$ cat src/rtl/raid_pkg.sv
package raid_pkg;

    typedef enum logic {
        XM_PARITY  = 1'b0,
        XM_REBUILD = 1'b1
    } xor_mode_e;

endpackage

$ cat src/rtl/stripe_mapper.sv
module stripe_mapper #(
    parameter int NDISK  = 5,
    parameter int LBA_W  = 16,
    parameter int DISK_W = $clog2(NDISK)
) (
    input  logic              clk,
    input  logic              rst_n,
    input  logic              map_valid,
    output logic              map_ready,
    input  logic [LBA_W-1:0]  map_lba,
    output logic              res_valid,
    input  logic              res_ready,
    output logic [DISK_W-1:0] res_disk,
    output logic [LBA_W-1:0]  res_row,
    output logic [DISK_W-1:0] res_parity
);
    localparam int DATA_N = NDISK - 1;

    typedef struct packed {
        logic              valid;
        logic [DISK_W-1:0] disk;
        logic [LBA_W-1:0]  row;
        logic [DISK_W-1:0] par;
    } map_st_t;

    map_st_t st_d, st_q;

    logic [LBA_W-1:0]  row_w;
    logic [LBA_W-1:0]  slot_w;
    logic [LBA_W-1:0]  rmod_w;
    logic [DISK_W-1:0] par_w;
    logic [DISK_W:0]   sum_w;
    logic [DISK_W-1:0] disk_w;
    logic              fire;

    assign map_ready = !st_q.valid || res_ready;
    assign fire      = map_valid && map_ready;

    always_comb begin
        row_w  = map_lba / LBA_W'(DATA_N);
        slot_w = map_lba % LBA_W'(DATA_N);
        rmod_w = row_w % LBA_W'(NDISK);
        par_w  = DISK_W'(NDISK - 1) - DISK_W'(rmod_w);
        sum_w  = {1'b0, par_w} + (DISK_W+1)'(1) + (DISK_W+1)'(slot_w);
        if (sum_w >= (DISK_W+1)'(NDISK)) begin
            disk_w = DISK_W'(sum_w - (DISK_W+1)'(NDISK));
        end else begin
            disk_w = DISK_W'(sum_w);
        end

        st_d = st_q;
        if (st_q.valid && res_ready) begin
            st_d.valid = 1'b0;
        end
        if (fire) begin
            st_d.valid = 1'b1;
            st_d.disk  = disk_w;
            st_d.row   = row_w;
            st_d.par   = par_w;
        end
    end

    always_ff @(posedge clk) begin
        if (!rst_n) begin
            st_q <= '0;
        end else begin
            st_q <= st_d;
        end
    end

    assign res_valid  = st_q.valid;
    assign res_disk   = st_q.disk;
    assign res_row    = st_q.row;
    assign res_parity = st_q.par;

    AST_DATA_NOT_PARITY: assert property (@(posedge clk) disable iff (!rst_n)
        res_valid |-> (res_disk != res_parity));
    AST_DISK_IN_RANGE: assert property (@(posedge clk) disable iff (!rst_n)
        res_valid |-> (res_disk < DISK_W'(NDISK)));
    AST_MAP_LATENCY: assert property (@(posedge clk) disable iff (!rst_n)
        (map_valid && map_ready) |=> res_valid);
    AST_MAP_HOLD: assert property (@(posedge clk) disable iff (!rst_n)
        (res_valid && !res_ready) |=> (res_valid && $stable(res_disk)
                                       && $stable(res_row) && $stable(res_parity)));
endmodule

$ cat src/rtl/xor_engine.sv
module xor_engine
    import raid_pkg::*;
#(
    parameter int NDISK  = 5,
    parameter int WORD_W = 32,
    parameter int DISK_W = $clog2(NDISK)
) (
    input  logic              clk,
    input  logic              rst_n,
    input  logic              word_valid,
    output logic              word_ready,
    input  logic [WORD_W-1:0] word_data,
    input  logic [DISK_W-1:0] word_disk,
    input  logic              word_sos,
    input  logic              word_rebuild,
    input  logic [DISK_W-1:0] word_fail,
    output logic              xo_valid,
    input  logic              xo_ready,
    output logic [WORD_W-1:0] xo_data
);
    localparam int CNT_W  = $clog2(NDISK);
    localparam int NEED_N = NDISK - 1;

    typedef struct packed {
        logic [WORD_W-1:0] acc;
        logic [CNT_W-1:0]  cnt;
        logic              out_valid;
        logic [WORD_W-1:0] out_data;
    } xe_st_t;

    xe_st_t st_d, st_q;

    xor_mode_e         mode;
    logic              fire;
    logic              skip;
    logic [WORD_W-1:0] base_acc;
    logic [CNT_W-1:0]  base_cnt;
    logic [WORD_W-1:0] new_acc;
    logic [CNT_W-1:0]  new_cnt;

    assign mode       = xor_mode_e'(word_rebuild);
    assign word_ready = !st_q.out_valid || xo_ready;
    assign fire       = word_valid && word_ready;
    assign skip       = (mode == XM_REBUILD) && (word_disk == word_fail);

    always_comb begin
        base_acc = word_sos ? '0 : st_q.acc;
        base_cnt = word_sos ? '0 : st_q.cnt;
        if (skip) begin
            new_acc = base_acc;
            new_cnt = base_cnt;
        end else begin
            new_acc = base_acc ^ word_data;
            new_cnt = base_cnt + CNT_W'(1);
        end

        st_d = st_q;
        if (st_q.out_valid && xo_ready) begin
            st_d.out_valid = 1'b0;
        end
        if (fire) begin
            if (new_cnt == CNT_W'(NEED_N)) begin
                st_d.out_valid = 1'b1;
                st_d.out_data  = new_acc;
                st_d.acc       = '0;
                st_d.cnt       = '0;
            end else begin
                st_d.acc = new_acc;
                st_d.cnt = new_cnt;
            end
        end
    end

    always_ff @(posedge clk) begin
        if (!rst_n) begin
            st_q <= '0;
        end else begin
            st_q <= st_d;
        end
    end

    assign xo_valid = st_q.out_valid;
    assign xo_data  = st_q.out_data;

    AST_CNT_BELOW_LIMIT: assert property (@(posedge clk) disable iff (!rst_n)
        st_q.cnt < CNT_W'(NEED_N));
    AST_SKIP_KEEPS_ACC: assert property (@(posedge clk) disable iff (!rst_n)
        (fire && skip && !word_sos) |=> (st_q.acc == $past(st_q.acc)
                                         && st_q.cnt == $past(st_q.cnt)));
    AST_XO_HOLD: assert property (@(posedge clk) disable iff (!rst_n)
        (xo_valid && !xo_ready) |=> (xo_valid && $stable(xo_data)));
    AST_XO_BACKPRESSURE: assert property (@(posedge clk) disable iff (!rst_n)
        (xo_valid && !xo_ready) |-> !word_ready);
endmodule

$ cat src/rtl/raid_stripe_engine.sv
module raid_stripe_engine #(
    parameter int NDISK  = 5,
    parameter int LBA_W  = 16,
    parameter int WORD_W = 32,
    parameter int DISK_W = $clog2(NDISK)
) (
    input  logic              clk,
    input  logic              rst_n,
    input  logic              map_valid,
    output logic              map_ready,
    input  logic [LBA_W-1:0]  map_lba,
    output logic              res_valid,
    input  logic              res_ready,
    output logic [DISK_W-1:0] res_disk,
    output logic [LBA_W-1:0]  res_row,
    output logic [DISK_W-1:0] res_parity,
    input  logic              word_valid,
    output logic              word_ready,
    input  logic [WORD_W-1:0] word_data,
    input  logic [DISK_W-1:0] word_disk,
    input  logic              word_sos,
    input  logic              word_rebuild,
    input  logic [DISK_W-1:0] word_fail,
    output logic              xo_valid,
    input  logic              xo_ready,
    output logic [WORD_W-1:0] xo_data
);
    stripe_mapper #(
        .NDISK (NDISK),
        .LBA_W (LBA_W),
        .DISK_W(DISK_W)
    ) u_mapper (
        .clk       (clk),
        .rst_n     (rst_n),
        .map_valid (map_valid),
        .map_ready (map_ready),
        .map_lba   (map_lba),
        .res_valid (res_valid),
        .res_ready (res_ready),
        .res_disk  (res_disk),
        .res_row   (res_row),
        .res_parity(res_parity)
    );

    xor_engine #(
        .NDISK (NDISK),
        .WORD_W(WORD_W),
        .DISK_W(DISK_W)
    ) u_xor (
        .clk         (clk),
        .rst_n       (rst_n),
        .word_valid  (word_valid),
        .word_ready  (word_ready),
        .word_data   (word_data),
        .word_disk   (word_disk),
        .word_sos    (word_sos),
        .word_rebuild(word_rebuild),
        .word_fail   (word_fail),
        .xo_valid    (xo_valid),
        .xo_ready    (xo_ready),
        .xo_data     (xo_data)
    );
endmodule

$ cat config.mk
export PLATFORM = sky130hd
export DESIGN_NAME = raid_stripe_engine
export DESIGN_NICKNAME = d
export VERILOG_FILES = /design/src/rtl/raid_pkg.sv /design/src/rtl/stripe_mapper.sv /design/src/rtl/xor_engine.sv /design/src/rtl/raid_stripe_engine.sv
export SDC_FILE = /design/constraint.sdc
export NUM_CORES = 1
export LEC_CHECK = 0
export BUFFER_PORTS_ARGS = -buffer_cell sky130_fd_sc_hd__buf_2
export CAP_MARGIN = 20
export CORE_MARGIN = 4
export CORE_UTILIZATION = 40
export DETAILED_ROUTE_END_ITERATION = 16
export SYNTH_ARGS = -nofsm -noshare
export SYNTH_HDL_FRONTEND = slang
export SYNTH_HIERARCHICAL = 1
export SYNTH_SLANG_ARGS = --single-unit
$ cat constraint.sdc
create_clock -name clk -period 14.17 [get_ports clk]
set_input_delay 1.417 -clock clk [delete_from_list [all_inputs] [get_ports clk]]
set_output_delay 1.417 -clock clk [all_outputs]
set_load 0.05 [all_outputs]
==> results.json <==
{
  "status": "completed",
  "cts_buffers": 9,
  "hold_slack_ns": 0.463,
  "remaining_drc_errors": 0,
  "slew_viol_final": 0,
  "drt_pass1_iterations": 5,
  "synthCells": 705,
  "dp_cells": 924,
  "wl_per_cell_microns": 16.7,
  "critPathRequiredTime_ns": 14.43,
  "routed_via_density": 5.84,
  "grt_pass1_vias": 5255,
  "p_leak_nw": 2.68,
  "postLayoutCoreUtil_pct": 45.4,
  "grt_setup_unrepaired": "no",
  "grt_max_degree": 72,
  "ant_nets": 0,
  "hp-class": "register to register",
  "hpwl_microns": 10700,
  "wl_met2_microns": 7120,
  "nFillCells": 1404,
  "die_y_microns": 129,
  "wl_met3_microns": 1090,
  "highest_layer": "met4",
  "cp_common_cell": "ha_1",
  "seq_area_sq_mm": 0.00178,
  "fmax_ghz": 0.110,
  "postCtsHoldBufs": 0,
  "postCtsSetupRepairBufs": 0,
  "finalCriticalPeriod_ns": 9.12,
  "finalNetCount": 825,
  "reg2reg_slack_ns": 11.93,
  "cpMaxStageDelayCell": "nor2b_1",
  "vias": 5491,
  "antenna_found_initial": 0,
  "grt_pass1_wl_microns": 25500,
  "wirelength_met1_microns": 7220,
  "slew_headroom_pct": 45.0,
  "power.density_mw_per_mm2": 126,
  "end_kind": "register",
  "cp_data_arrival_time_ns": 9.38,
  "grt-ovfl-total": 0,
  "ys_seq_area_share_pct": 30.2,
  "routed_wl_microns": 15700,
  "layoutNonFillerInstCount": 941,
  "multi_input_area_sq_mm": 0.00342,
  "cts_resized": 0,
  "cp_max_fo": 18,
  "clk_latency_ns": 0.35,
  "worstMarginPinSlew_ns": 0.825,
  "skew_ns": 0.00740,
  "cts_sinks": 89,
  "setup_viol": 0,
  "root_buffer": "clkbuf_16",
  "start_util_pct": 40.7,
  "syn_avg_cell_area_sq_um": 8.37,
  "slowest_delay_ns": 0.66,
  "core_area_sq_mm": 0.0145,
  "drive_above_1_share_pct": 22.2,
  "period_share_pct": 64.4,
  "die_w_microns": 129,
  "track_usage_pct": 18.6,
  "power.total_mw": 0.826,
  "ir_worst_vdd_v": 0.000146,
  "dieArea_sq_mm": 0.0168,
  "hold_viol_final": 0,
  "ys_seq_elements": 89,
  "clkTransAtPathRegs_ns": 0.07,
  "worstSetupStartpointType": "input pin",
  "area_growth_pct": 11.4,
  "cts_tree": "done",
  "io_pins": 120,
  "tns_ns": 0,
  "synth_warnings": 6,
  "ys.flop_type": "dfxtp_1",
  "cts_buffer_depth": 2,
  "diodes": 0,
  "worst-setup-path-type": "input pin to register",
  "syn-cell-area_sq_mm": 0.00590,
  "h-tree-depth": 3,
  "synth_cell_types": 92,
  "portBuffers": 117,
  "rows": 44,
  "place_congestion": 0.892,
  "async_flop_share_pct": 0,
  "drv_cap": 0,
  "synth_edf_count": 0,
  "drtIter0Drc": 419
}
logic make-up after synthesis:
logic type      count (synthesis)  synth area share (%)
xor+xnor                       14                  2.08
fa+ha+maj                      11                  2.46
other cells                     1                0.0636
flops                          89                  30.2
buf+inv                       143                  12.2
compound gates                283                  37.8
simple gates                  159                  14.3
mux                             5                 0.954
placed cells by master (no fill, tap or decap), types with 4 or more instances in the layout:
| cell type | netlist | routed |
|---|---|---|
| a21boi_0 | 17 | 17 |
| clkbuf_16 | 0 | 9 |
| a211o_1 | 34 | 34 |
| and2_1 | 9 | 9 |
| nor3_1 | 14 | 14 |
| nand3_1 | 11 | 11 |
| a21oi_1 | 44 | 44 |
| nor2b_1 | 8 | 8 |
| nand2b_1 | 11 | 11 |
| buf_4 | 37 | 6 |
| inv_6 | 0 | 5 |
| a22o_1 | 65 | 65 |
| a31oi_1 | 4 | 4 |
| nand4_1 | 4 | 4 |
| buf_2 | 17 | 117 |
| o21ai_0 | 16 | 16 |
| dfxtp_1 | 89 | 89 |
| o22ai_1 | 5 | 5 |
| a211oi_1 | 7 | 7 |
| nand2_1 | 58 | 58 |
| xnor2_1 | 11 | 11 |
| inv_1 | 52 | 52 |
| nor2_1 | 18 | 16 |
| o211ai_1 | 36 | 36 |
| ha_1 | 10 | 10 |
final cells by class:
class / count / area share [%]
sequential: 89 / 27.1
clock inverter: 7 / 0.971
inverter: 54 / 3.09
multi-input combinational: 474 / 52.0
tap: 184 / 3.50
timing repair buffer: 124 / 9.90
clock buffer: 9 / 3.43
synthesized netlist by cell type (8+ instances only):
library cell	count	share of area, %
buf_4	37	4.7
inv_1	52	3.3
and2_1	9	0.95
buf_2	17	1.4
a211o_1	34	5.0
o21ai_0	16	1.4
nor2_1	18	1.1
nand2b_1	11	1.2
nand3_1	11	0.93
a21boi_0	17	2.2
a22o_1	65	9.7
xnor2_1	11	1.6
ha_1	10	2.1
dfxtp_1	89	30
a21oi_1	44	3.7
o211ai_1	36	4.6
clkbuf_1	28	1.8
nor2b_1	8	0.85
nand2_1	58	3.7
nor3_1	14	1.2
worst paths after layout:
path	from	to	depth (start not counted)
worst max-delay path	map_lba[14]	u_mapper/res_disk[1]	33
worst min-delay path	u_mapper/res_parity[1]	u_mapper/res_parity[1]	2
worst max register to register	u_xor/st_q[33]	u_xor/xo_data[11]	8
worst min register to register	u_mapper/res_parity[1]	u_mapper/res_parity[1]	2
sequential cells by signal, summed over array words and instances, names as in the netlist:
register,flops
u_xor/st_q,35
u_xor/xo_data,32
u_mapper/res_row,14
u_mapper/res_disk,3
u_mapper/res_parity,3
u_mapper/res_valid,1
u_xor/xo_valid,1
worst max-delay path: cells and delay by family:
family,cells,cell delay (ns)
compound gates,10,2.69
simple gates,10,2.24
fa+ha+maj,5,1.59
mux,2,0.55
buf+inv,4,0.53
xor+xnor,2,0.36
report_power, final:
part	leakage, nW	total, mW	internal [mW]	switching [mW]
logic	1.81	0.311	0.117	0.194
registers	0.727	0.277	0.267	0.00937
clock network	0.144	0.239	0.124	0.115
total	2.68	0.826	0.508	0.318
metrics by stage:
step                      setup WS [ns]  instance area [sq um]
after floorplan                    6.17                   5900
after global placement             5.13                   6260
after detailed placement           4.78                   6260
after CTS                          5.11                   6550
after global routing               4.40                   6570
final                              5.05                   6570
layer usage:
layer  GRT usage, %  up-vias
li1               -     2672
met5              0        -
met2           29.0      208
met4           5.99        0
met3           5.19       21
met1           25.0     2590
Power figures use the tool's default switching activity.
